`src/rtl/acc_alu_pkg.sv`:
```
package acc_alu_pkg;

   typedef enum logic [3:0] {
      OP_ADD  = 4'd0,
      OP_SUB  = 4'd1,
      OP_CMP  = 4'd2,
      OP_AND  = 4'd3,
      OP_OR   = 4'd4,
      OP_XOR  = 4'd5,
      OP_BTST = 4'd6,
      OP_SHL  = 4'd7,
      OP_SHR  = 4'd8,
      OP_RTL  = 4'd9,
      OP_RTR  = 4'd10,
      OP_INC  = 4'd11,
      OP_DEC  = 4'd12
   } alu_op_e;

   localparam int DIGIT_W = 4;

   function automatic logic is_bitwise(alu_op_e op);
      return (op == OP_AND) || (op == OP_OR) || (op == OP_XOR);
   endfunction

   function automatic logic is_shift(alu_op_e op);
      return (op == OP_SHL) || (op == OP_SHR) || (op == OP_RTL) || (op == OP_RTR);
   endfunction

   function automatic logic is_step(alu_op_e op);
      return (op == OP_INC) || (op == OP_DEC);
   endfunction

endpackage

```
`src/rtl/acc_alu_adder.sv`:
```
module acc_alu_adder
   import acc_alu_pkg::*;
#(
   parameter int W      = 8,
   parameter bit BCD_EN = 1'b1
) (
   input  logic [W-1:0] a,
   input  logic [W-1:0] b,
   input  logic         cin,
   input  logic         sub,
   input  logic         dec,
   output logic [W-1:0] sum,
   output logic         cout,
   output logic         ovf
);
   localparam int DIGITS = W / DIGIT_W;

   logic [W-1:0] b_eff;
   logic [W-1:0] bin_sum;
   logic         bin_cout;
   logic [W-1:0] dec_sum;
   logic         dec_cout;

   // binary path: subtract is add of the inverted operand, carry = not borrow
   assign b_eff = sub ? ~b : b;
   assign {bin_cout, bin_sum} = {1'b0, a} + {1'b0, b_eff} + {{W{1'b0}}, cin};
   assign ovf = (a[W-1] == b_eff[W-1]) && (bin_sum[W-1] != a[W-1]);

   generate
      if (BCD_EN) begin : g_bcd
         logic [DIGITS:0] chain;
         logic [W-1:0]    digits;

         // per-digit ripple; chain holds carry (add) or borrow (subtract)
         always_comb begin
            logic [DIGIT_W:0] t;
            chain[0] = sub ? ~cin : cin;
            for (int i = 0; i < DIGITS; i++) begin
               if (!sub) begin
                  t = {1'b0, a[DIGIT_W*i +: DIGIT_W]} + {1'b0, b[DIGIT_W*i +: DIGIT_W]}
                      + {{DIGIT_W{1'b0}}, chain[i]};
                  if (t > 5'd9) begin
                     digits[DIGIT_W*i +: DIGIT_W] = t[DIGIT_W-1:0] + 4'd6;
                     chain[i+1] = 1'b1;
                  end else begin
                     digits[DIGIT_W*i +: DIGIT_W] = t[DIGIT_W-1:0];
                     chain[i+1] = 1'b0;
                  end
               end else begin
                  t = {1'b0, a[DIGIT_W*i +: DIGIT_W]} - {1'b0, b[DIGIT_W*i +: DIGIT_W]}
                      - {{DIGIT_W{1'b0}}, chain[i]};
                  if (t[DIGIT_W]) begin
                     digits[DIGIT_W*i +: DIGIT_W] = t[DIGIT_W-1:0] - 4'd6;
                     chain[i+1] = 1'b1;
                  end else begin
                     digits[DIGIT_W*i +: DIGIT_W] = t[DIGIT_W-1:0];
                     chain[i+1] = 1'b0;
                  end
               end
            end
         end

         assign dec_sum  = digits;
         assign dec_cout = sub ? ~chain[DIGITS] : chain[DIGITS];

         // valid BCD inputs must give valid BCD digits
         always_comb begin
            logic ok_in;
            ok_in = 1'b1;
            for (int i = 0; i < DIGITS; i++) begin
               if (a[DIGIT_W*i +: DIGIT_W] > 4'd9 || b[DIGIT_W*i +: DIGIT_W] > 4'd9) ok_in = 1'b0;
            end
            if (dec && ok_in) begin
               for (int i = 0; i < DIGITS; i++) begin
                  assert_bcd_digit_R5: assert (dec_sum[DIGIT_W*i +: DIGIT_W] <= 4'd9)
                     else $error("decimal digit %0d out of range", i);
               end
            end
         end
      end else begin : g_bin_only
         assign dec_sum  = bin_sum;
         assign dec_cout = bin_cout;
      end
   endgenerate

   assign sum  = (dec && BCD_EN) ? dec_sum  : bin_sum;
   assign cout = (dec && BCD_EN) ? dec_cout : bin_cout;

endmodule

```
`src/rtl/acc_alu_logic.sv`:
```
module acc_alu_logic
   import acc_alu_pkg::*;
#(
   parameter int W = 8
) (
   input  alu_op_e      op,
   input  logic [W-1:0] a,
   input  logic [W-1:0] b,
   output logic [W-1:0] res,
   output logic         test_zero
);
   always_comb begin
      unique case (op)
         OP_AND:  res = a & b;
         OP_OR:   res = a | b;
         OP_XOR:  res = a ^ b;
         default: res = a;
      endcase
   end

   assign test_zero = ((a & b) == '0);

endmodule

```
`src/rtl/acc_alu_unary.sv`:
```
module acc_alu_unary
   import acc_alu_pkg::*;
#(
   parameter int W = 8
) (
   input  alu_op_e      op,
   input  logic [W-1:0] src,
   input  logic         cin,
   output logic [W-1:0] res,
   output logic         cout
);
   always_comb begin
      res  = src;
      cout = cin;
      unique case (op)
         OP_SHL: {cout, res} = {src, 1'b0};
         OP_SHR: {res, cout} = {1'b0, src};
         OP_RTL: {cout, res} = {src, cin};
         OP_RTR: {res, cout} = {cin, src};
         OP_INC: res = src + {{(W-1){1'b0}}, 1'b1};
         OP_DEC: res = src - {{(W-1){1'b0}}, 1'b1};
         default: ;
      endcase
   end

endmodule

```
`src/rtl/acc_alu.sv`:
```
module acc_alu
   import acc_alu_pkg::*;
#(
   parameter int W      = 8,
   parameter bit BCD_EN = 1'b1
) (
   input  logic [3:0]   op_sel,
   input  logic [W-1:0] reg_a,
   input  logic [W-1:0] mem_b,
   input  logic         carry_in,
   input  logic         dec_mode,
   output logic [W-1:0] result,
   output logic         n_out,
   output logic         v_out,
   output logic         z_out,
   output logic         c_out,
   output logic         n_wr,
   output logic         v_wr,
   output logic         z_wr,
   output logic         c_wr
);
   generate
      if ((W % DIGIT_W) != 0 || W < 8) begin : g_bad_width
         $error("acc_alu: W must be a multiple of 4 and at least 8");
      end
   endgenerate

   alu_op_e op;
   assign op = alu_op_e'(op_sel);

   logic         add_sub, add_cin, add_dec;
   logic [W-1:0] add_sum;
   logic         add_cout, add_ovf;
   logic [W-1:0] log_res;
   logic         log_tz;
   logic [W-1:0] un_res;
   logic         un_cout;

   // compare reuses the subtractor with no borrow in and decimal off
   always_comb begin
      add_sub = (op != OP_ADD);
      add_cin = (op == OP_CMP) ? 1'b1 : carry_in;
      add_dec = (op == OP_CMP) ? 1'b0 : dec_mode;
   end

   acc_alu_adder #(.W(W), .BCD_EN(BCD_EN)) u_adder (
      .a(reg_a), .b(mem_b), .cin(add_cin), .sub(add_sub), .dec(add_dec),
      .sum(add_sum), .cout(add_cout), .ovf(add_ovf)
   );

   acc_alu_logic #(.W(W)) u_logic (
      .op(op), .a(reg_a), .b(mem_b), .res(log_res), .test_zero(log_tz)
   );

   acc_alu_unary #(.W(W)) u_unary (
      .op(op), .src(mem_b), .cin(carry_in), .res(un_res), .cout(un_cout)
   );

   always_comb begin
      result = reg_a;
      n_out  = 1'b0;
      v_out  = 1'b0;
      z_out  = 1'b0;
      c_out  = carry_in;
      {n_wr, v_wr, z_wr, c_wr} = 4'b0000;
      if (op == OP_ADD || op == OP_SUB) begin
         result = add_sum;
         n_out  = add_sum[W-1];
         z_out  = (add_sum == '0);
         v_out  = add_ovf;
         c_out  = add_cout;
         {n_wr, v_wr, z_wr, c_wr} = 4'b1111;
      end else if (op == OP_CMP) begin
         n_out = add_sum[W-1];
         z_out = (add_sum == '0);
         c_out = add_cout;
         {n_wr, v_wr, z_wr, c_wr} = 4'b1011;
      end else if (is_bitwise(op)) begin
         result = log_res;
         n_out  = log_res[W-1];
         z_out  = (log_res == '0);
         {n_wr, v_wr, z_wr, c_wr} = 4'b1010;
      end else if (op == OP_BTST) begin
         n_out = mem_b[W-1];
         v_out = mem_b[W-2];
         z_out = log_tz;
         {n_wr, v_wr, z_wr, c_wr} = 4'b1110;
      end else if (is_shift(op)) begin
         result = un_res;
         n_out  = un_res[W-1];
         z_out  = (un_res == '0);
         c_out  = un_cout;
         {n_wr, v_wr, z_wr, c_wr} = 4'b1011;
      end else if (is_step(op)) begin
         result = un_res;
         n_out  = un_res[W-1];
         z_out  = (un_res == '0);
         {n_wr, v_wr, z_wr, c_wr} = 4'b1010;
      end
   end

   always_comb begin
      if (op_sel > 4'd12) begin
         assert_unused_quiet_R1: assert (!n_wr && !v_wr && !z_wr && !c_wr && result == reg_a)
            else $error("unused code wrote flags");
      end
      if (op == OP_CMP) begin
         assert_cmp_order_R7: assert (result == reg_a && !v_wr &&
                                      c_out == (reg_a >= mem_b) && z_out == (reg_a == mem_b))
            else $error("compare flags wrong");
      end
      if (is_bitwise(op) || is_shift(op) || is_step(op)) begin
         assert_v_kept_R8: assert (!v_wr) else $error("V written by non-arithmetic op");
      end
      if (op == OP_BTST) begin
         assert_bit_copy_R9: assert (n_out == mem_b[W-1] && v_out == mem_b[W-2] &&
                                     result == reg_a && !c_wr)
            else $error("bit test flags wrong");
      end
      if (op == OP_SHL) begin
         assert_shl_carry_R10: assert (c_out == mem_b[W-1] && !result[0])
            else $error("shift left carry wrong");
      end
      if (op == OP_SHR) begin
         assert_shr_carry_R10: assert (c_out == mem_b[0] && !result[W-1])
            else $error("shift right carry wrong");
      end
   end

endmodule

```
`config.mk`:
```
export PLATFORM = sky130hd
export DESIGN_NAME = acc_alu
export DESIGN_NICKNAME = d
export VERILOG_FILES = /design/src/rtl/acc_alu_pkg.sv /design/src/rtl/acc_alu_adder.sv /design/src/rtl/acc_alu_logic.sv /design/src/rtl/acc_alu_unary.sv /design/src/rtl/acc_alu.sv
export SDC_FILE = /design/constraint.sdc
export NUM_CORES = 1
export LEC_CHECK = 0
export CAP_MARGIN = 20
export CORE_ASPECT_RATIO = 1.5
export CORE_MARGIN = 3
export CORE_UTILIZATION = 55
export DETAILED_ROUTE_END_ITERATION = 8
export GPL_TIMING_DRIVEN = 0
export PLACE_DENSITY = 0.9
export RECOVER_POWER = 50
export SLEW_MARGIN = 20
export SYNTH_ARGS = -nofsm -noshare
export SYNTH_HDL_FRONTEND = slang
export SYNTH_SLANG_ARGS = --single-unit
```
`constraint.sdc`:
```
create_clock -name vclk -period 13.3
set_clock_uncertainty 0.05 [all_clocks]
set_input_delay 2.66 -clock vclk [all_inputs]
set_output_delay 2.66 -clock vclk [all_outputs]
set_load 0.05 [all_outputs]
```
==> summary.txt, run 1 <==
Run status
  • Status: complete, no violations

Timing
  • Final hold violations: 0
  • Fin crit period: 12640 ps
  • Worst-Margin Slew: 807 ps
  • Final setup margin: 662 ps
  • Fmax: 79.1 MHz
  • Max-slew headroom: 0.458
  • Final Cycle Share: 0.950
  • Endpoints failing setup: 0
  • Slew Limit Fails: 0
  • RSZ-0062 raised after global routing: false
  • Setup TNS: 0 ps

Global routing
  • Initial antenna violation count: 0
  • Largest net degree at the start of global routing: 11
  • GR Util All Layers: 0.289
  • Grt ovf: 0
  • Global-route wire length before repair: 15200 um
  • Number of global-route vias before repair: 3299

Floorplanning
  • Std cell rows: 32
  • Core area: 0.00529 mm^2
  • IO Count: 38
  • Die Ht: 98.0 um
  • Die Width: 67.3 um
  • Initial core utilization: 0.587
  • Die ar.: 0.00659 mm^2

Pwr
  • Pwr Total: 0.211 mW
  • PD cells: 59.6 mW/mm^2
  • LEAKAGE: 1.60 nW
  • IR drop worst, VDD: 0.0252 mV

Routing
  • Routed via count: 3351
  • Average wire per standard cell: 17.6 um
  • Post-route ant nets: 0
  • Routed WL: 9230 um
  • Drt drc: 0
  • Initial DRC Count: 210
  • Pre-antenna DRT Iters: 8
  • Via/cell ratio: 6.38

Logic synthesis
  • Seq/Total Area, Yosys: 0
  • Syn Nets: 500
  • YS warnings: 0
  • Mapped Cells: 421
  • Synth cell types: 72
  • Mapped Area: 0.00310 mm^2
  • Avg Inst Size Synth: 7.36 um^2

Cells and area
  • Clkbuf count: 0
  • Register area: 0 um^2
  • Cell Count, Final, Fillers Out: 525
  • Ant diodes: 0
  • Nets@finish: 538
  • Final Cell Area: 0.00355 mm^2
  • Num sequential: 0
  • Layout cells sized above 1: 0.0963
  • Layout area overhead: 14.4%

Critical path
  • Worst path required time: 10590 ps
  • CP max FO: 10
  • Critical path's slowest cell: clkdlybuf4s50_1
  • Critical Path AT: 9930 ps
  • CP max stage delay: 800 ps
  • Critical path type: input pin to primary output
  • CP Launch Type: input pin
  • Worst path most repeated cell: inv_1
  • Endpoint type of the worst setup path: primary output

Place
  • Final RePlAce weighted congestion: 1.02
  • Hpwl dp: 7640 um
  • Area post-placement: 0.00355 mm^2
  • # port buffers: 36
  • Dpl ws: 794 ps
  • Placed cell count: 525

Clocking
  • Post-CTS setup buffers: 0
  • CTS resizes: 0
  • Hold_buf cts: 0

Hold path
  • Depth of the worst hold-timing path: 4
  • Hold path endpoint: c_wr
  • Hold Startpoint: op_sel[2]
  • Class of the worst hold path: input pin to primary output

Job
  • Maxcap violations: 0
worst max path at each step:
stage               slack (ps)  cells past startpoint      start        end
detailed placement         790                     31  op_sel[1]      z_out
finish                     660                     31  op_sel[1]      z_out
CTS                        790                     31  op_sel[1]      z_out
floorplan                 2390                     29  op_sel[2]  result[7]
global placement           980                     31  op_sel[1]      z_out
global route               320                     31  op_sel[1]      z_out
metal layers:
| metal | wire, um | part of all wire | global-route usage |
|---|---|---|---|
| met1 | 3540 | 0.38 | 0.331 |
| met3 | 484 | 0.052 | 0.0230 |
| met4 | 556 | 0.060 | 0.152 |
| met5 | 0 | 0 | 0 |
| met2 | 4650 | 0.50 | 0.512 |
where the power goes:
group / total (mW) / switching (mW) / internal, mW / leakage (nW)
clock network: 0 / 0 / 0 / 0
logic: 0.211 / 0.123 / 0.0881 / 1.60
registers: 0 / 0 / 0 / 0
total: 0.211 / 0.123 / 0.0881 / 1.60
through the flow:
step / utilization / hold WS, ps
2_1_floorplan: - / 5610
3_3_place_gp: 0.671 / 6330
3_5_place_dp: 0.671 / 6320
4_1_cts: 0.671 / 6330
5_1_grt: 0.671 / 6410
6_report: 0.671 / 6380
final cells by class:
type	instances	area [um^2]
timing repair buffer	36	360
multi-input combinational	362	2800
inverter	32	120
buffer	27	180
tap	68	85.1
fill	499	1740
cells by family (layout without fill, tap and decap cells):
logic type / count (synthesis) / count (layout) / synth area share
adder cells (fa/ha/maj): 57 / 57 / 0.257
AO/OA/AOI/OAI: 137 / 137 / 0.310
XOR/XNOR: 37 / 37 / 0.109
AND/OR/NAND/NOR: 125 / 125 / 0.206
multiplexers: 6 / 6 / 0.0214
buffers and inverters: 59 / 95 / 0.0969
critical path, delay by kind of cell:
family	cells	cell delay, ps
compound gates	9	1840
buf+inv	10	2400
xor+xnor	1	90
fa+ha+maj	6	1990
simple gates	5	930
synthesized netlist by cell type, drive strengths merged (4+ instances only):
cell,number,area share
xnor2,29,0.087
nor2,41,0.051
o211ai,6,0.015
a21o,7,0.017
ha,46,0.19
nor3,11,0.023
inv,32,0.039
mux2i,4,0.013
nor2b,6,0.013
a22oi,7,0.019
xor2,8,0.023
o21a,8,0.019
nand2,32,0.044
o21ai,31,0.051
buf,23,0.053
fa,11,0.071
nand2b,7,0.015
a211oi,7,0.019
a221oi,6,0.017
and3,4,0.0081
nor4,5,0.010
a21oi,28,0.046
clkbuf,4,0.0048
and2,4,0.0089
o31ai,4,0.0097
layout by cell type, fill, tap and decap left out, drive strengths merged, types with 3 or more instances in the layout:
| cell | Yosys | final |
|---|---|---|
| clkdlybuf4s50 | 0 | 29 |
| nor3 | 11 | 11 |
| a21o | 7 | 7 |
| inv | 32 | 32 |
| a31oi | 3 | 3 |
| and3 | 4 | 4 |
| nor2 | 41 | 41 |
| nor2b | 6 | 6 |
| nor4 | 5 | 5 |
| a22oi | 7 | 7 |
| ha | 46 | 46 |
| fa | 11 | 11 |
| nand2 | 32 | 32 |
| or2 | 3 | 3 |
| o21a | 8 | 8 |
| a211oi | 7 | 7 |
| o211ai | 6 | 6 |
| buf | 23 | 23 |
| dlygate4sd3 | 0 | 7 |
| clkbuf | 4 | 4 |
| a21oi | 28 | 28 |
| a221oi | 6 | 6 |
| o21ai | 31 | 31 |
| or3 | 3 | 3 |
| mux2i | 4 | 4 |
| xor2 | 8 | 8 |
| and2 | 4 | 4 |
| o31ai | 4 | 4 |
| a2bb2oi | 3 | 3 |
| nand2b | 7 | 7 |
| xnor2 | 29 | 29 |
| o22ai | 3 | 3 |
(Power assumes the default switching activity.)
==> run 2, diff against run 1 <==
--- a/config.mk
+++ b/config.mk
@@ -11,7 +11,8 @@
 export CORE_UTILIZATION = 55
 export DETAILED_ROUTE_END_ITERATION = 8
 export GPL_TIMING_DRIVEN = 0
-export PLACE_DENSITY = 0.9
+export MAX_ROUTING_LAYER = met4
+export PLACE_DENSITY_LB_ADDON = 0.12
 export RECOVER_POWER = 50
 export SLEW_MARGIN = 20
 export SYNTH_ARGS = -nofsm -noshare
==> run 2 against run 1 <==
Compared with the run above: cell count unchanged; worst hold slack better by 2.3 ps; utilization unchanged; critical endpoint unchanged; largest power group unchanged.
==> summary.txt, run 2 (synthesis results as in run 1) <==
Run status
  • Status: complete, no violations (unchanged)

Clocking
  • CTS resizes: 0 (unchanged)
  • Post-CTS setup buffers: 0 (unchanged)
  • Hold_buf cts: 0 (unchanged)

Cells and area
  • Layout cells sized above 1: 0.0963 (unchanged)
  • Multi-input gate area: 0.00280 mm^2 (unchanged)
  • Most frequent cells in the layout: ha_1, nor2_1, inv_1, nand2_1, clkdlybuf4s50_1 (unchanged)
  • Ant diodes: 0 (unchanged)
  • Most common cell after layout, fill and taps aside: ha_1 (unchanged)
  • Nets@finish: 538 (unchanged)
  • Fillers: 482 (was 499)
  • Register area: 0 um^2 (unchanged)
  • Fin util: 0.671 (unchanged)
  • Num sequential: 0 (unchanged)
  • Clkbuf count: 0 (unchanged)
  • Layout area overhead: 14.4% (unchanged)

Routing
  • Initial DRC Count: 198 (was 210)
  • Average wire per standard cell: 18.5 um (was 17.6 um)
  • Post-route ant nets: 0 (unchanged)
  • Drt drc: 0 (unchanged)
  • Pre-antenna DRT Iters: 5 (was 8)
  • Via/cell ratio: 6.35 (was 6.38)
  • Routed via count: 3336 (was 3351)
  • Routed WL: 9700 um (was 9230 um)

Critical path
  • Worst path required time: 10590 ps (about the same)
  • WP buf/inv: 10 (unchanged)
  • Critical Path AT: 9940 ps (was 9930 ps)
  • CP top delay family: buffers and inverters (unchanged)
  • CP max FO: 10 (unchanged)
  • CP max stage delay: 800 ps (about the same)
  • CP Launch Type: input pin (unchanged)
  • Critical path type: input pin to primary output (unchanged)
  • Endpoint type of the worst setup path: primary output (unchanged)
  • Critical path's slowest cell: clkdlybuf4s50_1 (unchanged)
  • Launch point of the critical path: op_sel[1] (unchanged)
  • Worst path most repeated cell: inv_1 (unchanged)

Floorplanning
  • Die ar.: 0.00659 mm^2 (unchanged)
  • Std cell rows: 32 (unchanged)
  • Die Ht: 98.0 um (unchanged)
  • Die Width: 67.3 um (unchanged)
  • IO Count: 38 (unchanged)
  • Core area: 0.00529 mm^2 (unchanged)
  • Initial core utilization: 0.587 (unchanged)

Place
  • Final RePlAce weighted congestion: 1.02 (about the same)
  • Dpl ws: 757 ps (was 794 ps)
  • Hpwl dp: 8100 um (was 7640 um)
  • # port buffers: 36 (unchanged)

Pwr
  • Combinational share of power: 1.000 (about the same)
  • Net Sw Power: 0.125 mW (was 0.123 mW)
  • LEAKAGE: 1.60 nW (about the same)
  • Seq pwr share: 0 (about the same)
  • PD cells: 60.0 mW/mm^2 (was 59.6 mW/mm^2)
  • IR drop worst, VDD: 0.0351 mV (was 0.0252 mV)
  • Switching Fraction: 0.587 (was 0.583)
  • Int Pwr: 0.0877 mW (was 0.0881 mW)
  • Clock share of power: 0 (about the same)

Timing
  • RSZ-0062 raised after global routing: false (unchanged)
  • Final hold violations: 0 (unchanged)
  • Fin crit period: 12650 ps (was 12640 ps)
  • Final setup margin: 646 ps (was 662 ps)
  • Endpoints failing setup: 0 (unchanged)
  • Slew Limit Fails: 0 (unchanged)
  • Max-slew headroom: 0.534 (was 0.458)
  • Final Cycle Share: 0.951 (was 0.950)
  • WHS: 6390 ps (was 6380 ps)
  • Fmax: 79.0 MHz (was 79.1 MHz)
  • Setup TNS: 0 ps (unchanged)
  • Worst-Margin Slew: 694 ps (was 807 ps)

Global routing
  • Most used routing layer: met2 (unchanged)
  • Initial antenna violation count: 0 (unchanged)
  • Met3 Usage GRT: 0.0230 (unchanged)
  • GR Util All Layers: 0.304 (was 0.289)
  • Grt ovf: 0 (unchanged)
  • Largest net degree at the start of global routing: 11 (unchanged)
  • Global-route wire length before repair: 15400 um (was 15200 um)
  • Number of global-route vias before repair: 3188 (was 3299)
  • Met2 Track Usage GR: 0.543 (was 0.512)
  • Global Route met1 Usage: 0.342 (was 0.331)

Hold path
  • Class of the worst hold path: input pin to primary output (unchanged)
  • Hold Startpoint: op_sel[2] (unchanged)

Job
  • Maxcap violations: 0 (unchanged)
[run 2: metal layers]
layer,part of all wire,vias up
li1,-,1589
met1,0.39,1573
met2,0.52,138
met3,0.051,36
met4,0.040,0
met5,0,-
[run 2: final cells by class]
cell class | count | area share
multi-input combinational | 362 | 0.790
timing repair buffer | 36 | 0.102
buffer | 27 | 0.0508
inverter | 32 | 0.0339
tap | 68 | 0.0240
[run 2: power groups by stage]
stage	registers (mW)	clock network, mW	logic, mW
after floorplan	0	0	0.156
after CTS	0	0	0.211
final	0	0	0.213
after detailed placement	0	0	0.210
after global routing	0	0	0.230
after global placement	0	0	0.205
[run 2: per-stage QoR]
step	power, mW	instances	area [um^2]
after global placement	0.205	525	3550
after global routing	0.230	525	3550
final	0.213	525	3550
after CTS	0.211	525	3550
after detailed placement	0.210	525	3550
after floorplan	0.156	421	3100
[run 2: final timing paths]
check    end  cells past startpoint
max    z_out                     31
min     c_wr                      4
